--- src/rtl/rs_pkg.sv ---
package rs_pkg;
  localparam int unsigned DEF_DEPTH  = 4;
  localparam int unsigned DEF_OP_W   = 4;
  localparam int unsigned DEF_TAG_W  = 4;
  localparam int unsigned DEF_DATA_W = 16;
  localparam int unsigned NUM_SRC    = 2;
endpackage

--- src/rtl/rs_src_field.sv ---
// One source operand: a shared field that holds a tag while waiting
// and the operand value once ready.
module rs_src_field #(
  parameter int unsigned TAG_W  = rs_pkg::DEF_TAG_W,
  parameter int unsigned DATA_W = rs_pkg::DEF_DATA_W
) (
  input  logic              clk,
  input  logic              rst,
  input  logic              load,
  input  logic              in_rdy,
  input  logic [DATA_W-1:0] in_field,
  input  logic              bc_valid,
  input  logic [TAG_W-1:0]  bc_tag,
  input  logic [DATA_W-1:0] bc_val,
  output logic              rdy,
  output logic [DATA_W-1:0] field
);
  logic hit_in, hit_held;

  assign hit_in   = bc_valid && !in_rdy && (bc_tag == in_field[TAG_W-1:0]);
  assign hit_held = bc_valid && !rdy && (bc_tag == field[TAG_W-1:0]);

  always_ff @(posedge clk) begin
    if (rst) begin
      rdy   <= 1'b0;
      field <= '0;
    end else if (load) begin
      rdy   <= in_rdy | hit_in;
      field <= hit_in ? bc_val : in_field;
    end else if (hit_held) begin
      rdy   <= 1'b1;
      field <= bc_val;
    end
  end
endmodule

--- src/rtl/rs_slot.sv ---
module rs_slot #(
  parameter int unsigned OP_W   = rs_pkg::DEF_OP_W,
  parameter int unsigned TAG_W  = rs_pkg::DEF_TAG_W,
  parameter int unsigned DATA_W = rs_pkg::DEF_DATA_W,
  localparam int unsigned NS    = rs_pkg::NUM_SRC
) (
  input  logic                      clk,
  input  logic                      rst,
  input  logic                      clear,
  input  logic                      load,
  input  logic                      take,
  input  logic [OP_W-1:0]           in_op,
  input  logic [TAG_W-1:0]          in_dst,
  input  logic [NS-1:0]             in_rdy,
  input  logic [NS-1:0][DATA_W-1:0] in_field,
  input  logic                      bc_valid,
  input  logic [TAG_W-1:0]          bc_tag,
  input  logic [DATA_W-1:0]         bc_val,
  output logic                      valid,
  output logic                      ready,
  output logic [OP_W-1:0]           op,
  output logic [TAG_W-1:0]          dst,
  output logic [NS-1:0][DATA_W-1:0] src
);
  logic [NS-1:0] src_rdy;

  for (genvar s = 0; s < NS; s++) begin : g_src
    rs_src_field #(.TAG_W(TAG_W), .DATA_W(DATA_W)) u_src (
      .clk(clk), .rst(rst), .load(load),
      .in_rdy(in_rdy[s]), .in_field(in_field[s]),
      .bc_valid(bc_valid), .bc_tag(bc_tag), .bc_val(bc_val),
      .rdy(src_rdy[s]), .field(src[s])
    );
  end

  always_ff @(posedge clk) begin
    if (rst || clear) valid <= 1'b0;
    else if (load)    valid <= 1'b1;
    else if (take)    valid <= 1'b0;
  end

  always_ff @(posedge clk) begin
    if (load) begin
      op  <= in_op;
      dst <= in_dst;
    end
  end

  assign ready = valid && (&src_rdy);
endmodule

--- src/rtl/rs_alloc.sv ---
// Lowest-index free slot finder and full flag.
module rs_alloc #(
  parameter int unsigned DEPTH = rs_pkg::DEF_DEPTH
) (
  input  logic             iss_valid,
  input  logic             flush,
  input  logic [DEPTH-1:0] slot_valid,
  output logic [DEPTH-1:0] alloc_vec,
  output logic             full
);
  logic [DEPTH-1:0] pick;
  logic             found;

  always_comb begin
    pick  = '0;
    found = 1'b0;
    for (int i = 0; i < DEPTH; i++) begin
      if (!slot_valid[i] && !found) begin
        pick[i] = 1'b1;
        found   = 1'b1;
      end
    end
  end

  assign full      = &slot_valid;
  assign alloc_vec = (iss_valid && !full && !flush) ? pick : '0;
endmodule

--- src/rtl/rs_age_pick.sv ---
// Age matrix: older[i][j] set means slot i was written before slot j.
module rs_age_pick #(
  parameter int unsigned DEPTH = rs_pkg::DEF_DEPTH
) (
  input  logic             clk,
  input  logic             rst,
  input  logic [DEPTH-1:0] alloc_vec,
  input  logic [DEPTH-1:0] slot_valid,
  input  logic [DEPTH-1:0] slot_ready,
  output logic [DEPTH-1:0] grant
);
  logic [DEPTH-1:0][DEPTH-1:0] older;

  always_ff @(posedge clk) begin
    if (rst) begin
      older <= '0;
    end else begin
      for (int k = 0; k < DEPTH; k++) begin
        if (alloc_vec[k]) begin
          for (int j = 0; j < DEPTH; j++) begin
            older[k][j] <= 1'b0;
            if (j != k) older[j][k] <= slot_valid[j];
          end
        end
      end
    end
  end

  for (genvar i = 0; i < DEPTH; i++) begin : g_pick
    logic [DEPTH-1:0] col;
    for (genvar j = 0; j < DEPTH; j++) begin : g_col
      assign col[j] = older[j][i];
    end
    assign grant[i] = slot_ready[i] && !(|(slot_ready & col));
  end
endmodule

--- src/rtl/rs_station.sv ---
module rs_station #(
  parameter int unsigned DEPTH  = rs_pkg::DEF_DEPTH,
  parameter int unsigned OP_W   = rs_pkg::DEF_OP_W,
  parameter int unsigned TAG_W  = rs_pkg::DEF_TAG_W,
  parameter int unsigned DATA_W = rs_pkg::DEF_DATA_W
) (
  input  logic              clk,
  input  logic              rst,
  input  logic              flush,
  input  logic              iss_valid,
  input  logic [OP_W-1:0]   iss_op,
  input  logic [TAG_W-1:0]  iss_dst,
  input  logic              iss_a_rdy,
  input  logic [TAG_W-1:0]  iss_a_tag,
  input  logic [DATA_W-1:0] iss_a_val,
  input  logic              iss_b_rdy,
  input  logic [TAG_W-1:0]  iss_b_tag,
  input  logic [DATA_W-1:0] iss_b_val,
  output logic              full,
  input  logic              bc_valid,
  input  logic [TAG_W-1:0]  bc_tag,
  input  logic [DATA_W-1:0] bc_val,
  input  logic              eu_ready,
  output logic              dsp_valid,
  output logic [OP_W-1:0]   dsp_op,
  output logic [TAG_W-1:0]  dsp_dst,
  output logic [DATA_W-1:0] dsp_a,
  output logic [DATA_W-1:0] dsp_b
);
  localparam int unsigned NS = rs_pkg::NUM_SRC;

  logic [DEPTH-1:0]                      slot_valid, slot_ready, alloc_vec, grant, take_vec;
  logic [DEPTH-1:0][OP_W-1:0]            slot_op;
  logic [DEPTH-1:0][TAG_W-1:0]           slot_dst;
  logic [DEPTH-1:0][NS-1:0][DATA_W-1:0]  slot_src;
  logic [NS-1:0][DATA_W-1:0]             in_field;
  logic [NS-1:0]                         in_rdy;
  logic                                  fire;
  logic [OP_W-1:0]                       sel_op;
  logic [TAG_W-1:0]                      sel_dst;
  logic [NS-1:0][DATA_W-1:0]             sel_src;

  assign in_rdy      = {iss_b_rdy, iss_a_rdy};
  assign in_field[0] = iss_a_rdy ? iss_a_val : DATA_W'(iss_a_tag);
  assign in_field[1] = iss_b_rdy ? iss_b_val : DATA_W'(iss_b_tag);

  rs_alloc #(.DEPTH(DEPTH)) u_alloc (
    .iss_valid(iss_valid), .flush(flush), .slot_valid(slot_valid),
    .alloc_vec(alloc_vec), .full(full)
  );

  for (genvar i = 0; i < DEPTH; i++) begin : g_slot
    rs_slot #(.OP_W(OP_W), .TAG_W(TAG_W), .DATA_W(DATA_W)) u_slot (
      .clk(clk), .rst(rst), .clear(flush),
      .load(alloc_vec[i]), .take(take_vec[i]),
      .in_op(iss_op), .in_dst(iss_dst), .in_rdy(in_rdy), .in_field(in_field),
      .bc_valid(bc_valid), .bc_tag(bc_tag), .bc_val(bc_val),
      .valid(slot_valid[i]), .ready(slot_ready[i]),
      .op(slot_op[i]), .dst(slot_dst[i]), .src(slot_src[i])
    );
  end

  rs_age_pick #(.DEPTH(DEPTH)) u_age (
    .clk(clk), .rst(rst), .alloc_vec(alloc_vec),
    .slot_valid(slot_valid), .slot_ready(slot_ready), .grant(grant)
  );

  assign fire     = eu_ready && (|grant) && !flush;
  assign take_vec = fire ? grant : '0;

  always_comb begin
    sel_op  = '0;
    sel_dst = '0;
    sel_src = '0;
    for (int i = 0; i < DEPTH; i++) begin
      if (grant[i]) begin
        sel_op  = sel_op  | slot_op[i];
        sel_dst = sel_dst | slot_dst[i];
        sel_src = sel_src | slot_src[i];
      end
    end
  end

  always_ff @(posedge clk) begin
    if (rst || flush) dsp_valid <= 1'b0;
    else              dsp_valid <= fire;
  end

  always_ff @(posedge clk) begin
    if (fire) begin
      dsp_op  <= sel_op;
      dsp_dst <= sel_dst;
      dsp_a   <= sel_src[0];
      dsp_b   <= sel_src[1];
    end
  end
endmodule

--- config.mk ---
export PLATFORM = sky130hd
export DESIGN_NAME = rs_station
export DESIGN_NICKNAME = d
export VERILOG_FILES = /design/src/rtl/rs_pkg.sv /design/src/rtl/rs_src_field.sv /design/src/rtl/rs_slot.sv /design/src/rtl/rs_alloc.sv /design/src/rtl/rs_age_pick.sv /design/src/rtl/rs_station.sv
export SDC_FILE = /design/constraint.sdc
export NUM_CORES = 1
export LEC_CHECK = 0
export CORE_MARGIN = 2
export CORE_UTILIZATION = 40
export CTS_CLUSTER_SIZE = 20
export DETAILED_ROUTE_END_ITERATION = 8
export SETUP_SLACK_MARGIN = 0.3
export SLEW_MARGIN = 10
export SYNTH_ARGS = -nofsm -noshare
export SYNTH_HDL_FRONTEND = slang
export SYNTH_SLANG_ARGS = --single-unit
--- constraint.sdc ---
create_clock -name clk -period 4 [get_ports clk]
set_clock_uncertainty 0.1 [all_clocks]
set_input_delay 0.8 -clock clk [delete_from_list [all_inputs] [get_ports clk]]
set_output_delay 0.8 -clock clk [all_outputs]
set_load 0.01 [all_outputs]
==> flow_metrics.py <==
metrics = {
    "floorplanning": {
        "design.die.area_mm2": 0.02870,
        "floorplan.rows": 60,
        "chipHeight_um": 169.4,
        "top_ports": 118,
        "initial_utilization_pct": 40.72,
        "die_x_um": 169.4,
        "placeableCoreArea_mm2": 0.02688,
    },
    "yosys": {
        "synth_most_common_cell": "sky130_fd_sc_hd__dfxtp_1",
        "post_synth_instance_area_mm2": 0.01094,
        "post_synth_main_area_contributors": "sky130_fd_sc_hd__dfxtp_1 (28%), sky130_fd_sc_hd__edfxtp_1 (20%), sky130_fd_sc_hd__mux2i_1 (11%)",
        "synth-edff-count": 72,
        "synth.distinct_cells": 51,
        "synth-warning-count": 0,
        "synthesis_stage_register_bit_count": 225,
        "synthesis.nets": 1160,
        "synth-async-reset-ratio_pct": 0,
        "synth.top_cells.by_count": "sky130_fd_sc_hd__dfxtp_1 (153), sky130_fd_sc_hd__nand2_1 (129), sky130_fd_sc_hd__mux2i_1 (119)",
        "post_synth_inst_count": 1084,
        "netlist.top_cell.by_area": "sky130_fd_sc_hd__dfxtp_1",
        "synth_ff_type": "sky130_fd_sc_hd__dfxtp_1",
        "seq_area_frac_synth_pct": 47.74,
        "avg_synthesized_cell_area_um2": 10.10,
        "yosysTopAreaCellShare_pct": 27.99,
    },
    "routing": {
        "vias_per_cell": 5.898,
        "detail_route.wl_per_cell_um": 22.23,
        "firstDrtPassIters": 9,
        "drt-total-wl_um": 34050,
        "via_count": 9035,
        "initialDrtViolationCount": 1071,
        "detail_route.drc_violations": 0,
        "drt.antenna.violating_nets": 0,
    },
    "cells_and_area": {
        "post_route_cells_drive_above_1_share_pct": 12.17,
        "postLayoutCellArea_mm2": 0.01344,
        "layout_nets": 1248,
        "seq_area_mm2": 0.005225,
        "area_delta_synth_final_pct": 22.83,
        "fill_cells": 2408,
        "insertedDiodeCount": 0,
        "multi_input_area_mm2": 0.005174,
    },
    "clock_tree": {
        "hold_buffers": 0,
        "resized_gates_after_cts": 0,
        "cts_htree_levels": 1,
        "worst_setup_hold_path_clk_slew_ps": 60,
        "numCtsBuffers": 25,
        "ctsRootBufferMaster": "sky130_fd_sc_hd__clkbuf_16",
        "cts_tree": "yes",
        "clk-insertion-delay-late_ps": 540,
        "cts_sinks": 225,
        "clk_path_buf_depth": 3,
        "cts_setup_buffers": 0,
    },
    "timing": {
        "max_freq_mhz": 335.8,
        "slew_violations": 0,
        "final.period_utilization_pct": 74.44,
        "worst-slew-pin-transition_ps": 706.4,
        "hold_viol_final": 0,
        "rsz0062_at_grt": "false",
        "fin_ws_ps": 1022,
        "totalNegativeSetupSlack_ps": 0,
        "layout_min_cycle_time_ps": 2978,
        "report.final.setup_viol": 0,
        "fin_worst_hold_slack_ps": 358.9,
        "maxSlewHeadroom_pct": 52.47,
    },
    "job": {
        "drv_cap": 0,
    },
    "global_routing": {
        "antenna_found_initial": 0,
        "grt_usage_pct": 23.33,
        "global_route.overflow_total": 0,
        "wire_length_of_the_first_global_routing_pass_um": 52110,
        "maximum_number_of_pins_on_one_net_before_global_route_repair": 56,
        "grt_pass1_vias": 8598,
    },
    "worst_hold_path": {
        "class_of_the_tightest_hold_or_removal_check": "flop to flop",
        "timing.hold.worst.start": "u_age.g_pick[0].col[1]",
        "holdPathEnd": "u_age.g_pick[0].col[1]",
        "hold_path_depth": 2,
    },
    "placed_design": {
        "total_of_buffers_placed_on_input_and_output_ports": 117,
        "placed_cell_area_mm2": 0.01254,
        "dp_hpwl_um": 21670,
        "dp_worst_setup_slack_ps": 491.2,
        "place.gp.congestion": 0.8457,
    },
    "power": {
        "cellPowerDensity_mw_per_mm2": 408.8,
        "leakagePower_nw": 4.853,
        "switching_share_pct": 24.19,
        "netSwitchingPower_mw": 1.330,
        "share_comb_of_total_power_pct": 9.8,
        "intPower_mw": 4.166,
        "worst_ir_drop_vdd_v": 0.0002922,
        "seq_power_share_pct": 44.5,
        "power.share.clock_pct": 45.7,
        "power_mw": 5.495,
    },
    "critical_path": {
        "crit_path_max_fanout": 8,
        "setup.worst_path.class": "primary input to flop",
        "worst_r2r_endpoint": "dsp_b[7]",
        "launching_element_type_of_the_critical_path": "primary input",
        "critPathArrivalTime_ps": 3280,
        "end_kind": "flop",
        "startpoint_of_the_worst_slack_reg_to_reg_timing_path": "g_slot[3].u_slot.valid",
        "rrSetupSlack_ps": 1290,
        "worst-endpoint-required_ps": 4300,
        "timing.reg2reg.worst_path_depth": 7,
    },
    "status": {
        "outcome": "finished clean",
    },
}
[worst max-delay path, stage by stage]
cell and delay, ps:
sky130_fd_sc_hd__clkdlybuf4s50_1 550, sky130_fd_sc_hd__inv_1 120, sky130_fd_sc_hd__or4_1 710, sky130_fd_sc_hd__buf_4 270
sky130_fd_sc_hd__o31a_1 240, sky130_fd_sc_hd__o21ai_0 410, sky130_fd_sc_hd__o22ai_1 170
[per-stage QoR]
step | util [%] | std cells
after global routing | 50.02 | 1532
after global placement | 46.67 | 1486
after detailed placement | 46.67 | 1486
after floorplan | - | 1084
final | 50.02 | 1532
after CTS | 50.02 | 1532
[sequential cells by signal (all words and copies together), names as in the netlist]
register                         cells
dsp_a                               16
dsp_b                               16
dsp_dst                              4
dsp_op                               4
dsp_valid                            1
g_slot.u_slot.dst                   16
g_slot.u_slot.g_src.u_src.field    128
g_slot.u_slot.g_src.u_src.rdy        8
g_slot.u_slot.op                    16
g_slot.u_slot.valid                  4
u_age.g_pick.col                    12
[cell type report]
type,count,share of cell area (%)
sequential,225,38.87
tap,341,3.174
clock buffer,32,5.073
inverter,29,0.8098
multi-input combinational,717,38.49
timing repair buffer,174,11.97
clock inverter,14,1.620
[power groups by stage]
stage	Clock, mW	Sequential (mW)	Combinational, mW
final	2.51	2.44	0.540
after global routing	2.65	2.45	0.579
after CTS	2.55	2.44	0.535
after detailed placement	0	2.49	0.532
after global placement	0	2.49	0.529
after floorplan	0	2.48	0.324
[cells by family after synthesis]
| kind of cell | after synthesis | synth area share [%] |
|---|---|---|
| compound gates | 246 | 20.05 |
| xor+xnor | 31 | 2.481 |
| simple gates | 316 | 12.74 |
| mux | 124 | 11.40 |
| flops | 225 | 47.74 |
| buf+inv | 142 | 5.590 |
[layout by cell type (no fill, tap or decap), types with 5 or more instances in the layout]
| master | n |
|---|---|
| sky130_fd_sc_hd__a2111oi_2 | 6 |
| sky130_fd_sc_hd__o41ai_4 | 7 |
| sky130_fd_sc_hd__clkbuf_16 | 25 |
| sky130_fd_sc_hd__o41ai_1 | 6 |
| sky130_fd_sc_hd__dfxtp_1 | 153 |
| sky130_fd_sc_hd__o21ai_0 | 8 |
| sky130_fd_sc_hd__xnor2_1 | 17 |
| sky130_fd_sc_hd__o22ai_1 | 19 |
| sky130_fd_sc_hd__inv_1 | 28 |
| sky130_fd_sc_hd__clkdlybuf4s50_1 | 116 |
| sky130_fd_sc_hd__o41ai_2 | 11 |
| sky130_fd_sc_hd__nand2_1 | 129 |
| sky130_fd_sc_hd__edfxtp_1 | 72 |
| sky130_fd_sc_hd__nor3_1 | 20 |
| sky130_fd_sc_hd__nand3_1 | 8 |
| sky130_fd_sc_hd__nor3b_1 | 11 |
| sky130_fd_sc_hd__xor2_1 | 10 |
| sky130_fd_sc_hd__mux2_2 | 5 |
| sky130_fd_sc_hd__and3_1 | 7 |
| sky130_fd_sc_hd__a2111oi_0 | 11 |
| sky130_fd_sc_hd__nor2_1 | 110 |
| sky130_fd_sc_hd__bufinv_16 | 5 |
| sky130_fd_sc_hd__mux2i_1 | 119 |
| sky130_fd_sc_hd__buf_4 | 57 |
| sky130_fd_sc_hd__a222oi_1 | 44 |
| sky130_fd_sc_hd__a21oi_1 | 15 |
| sky130_fd_sc_hd__a211oi_1 | 106 |
[metal layers]
layer,track usage (%),vias up,part of all wire [%]
li1,-,4250,-
met1,34.75,4348,47
met2,36.22,401,44
met3,3.172,36,7.1
met4,4.719,0,1.4
met5,0,-,0
[worst max-delay path by stage]
stage / start / to / slack, ps / cells after the start
floorplan: g_slot[3].u_slot.valid / dsp_a[0] / 560 / 6
global placement: bc_valid / g_slot[2].u_slot.g_src[1].u_src.field[1] / 480 / 7
CTS: bc_valid / g_slot[3].u_slot.g_src[1].u_src.field[1] / 1040 / 7
finish: bc_valid / g_slot[3].u_slot.g_src[1].u_src.field[1] / 1020 / 7
detailed placement: bc_valid / g_slot[3].u_slot.g_src[1].u_src.field[1] / 490 / 7
global route: bc_valid / g_slot[3].u_slot.g_src[1].u_src.field[6] / 940 / 8
Note: power is estimated with default switching activity, not from simulation.
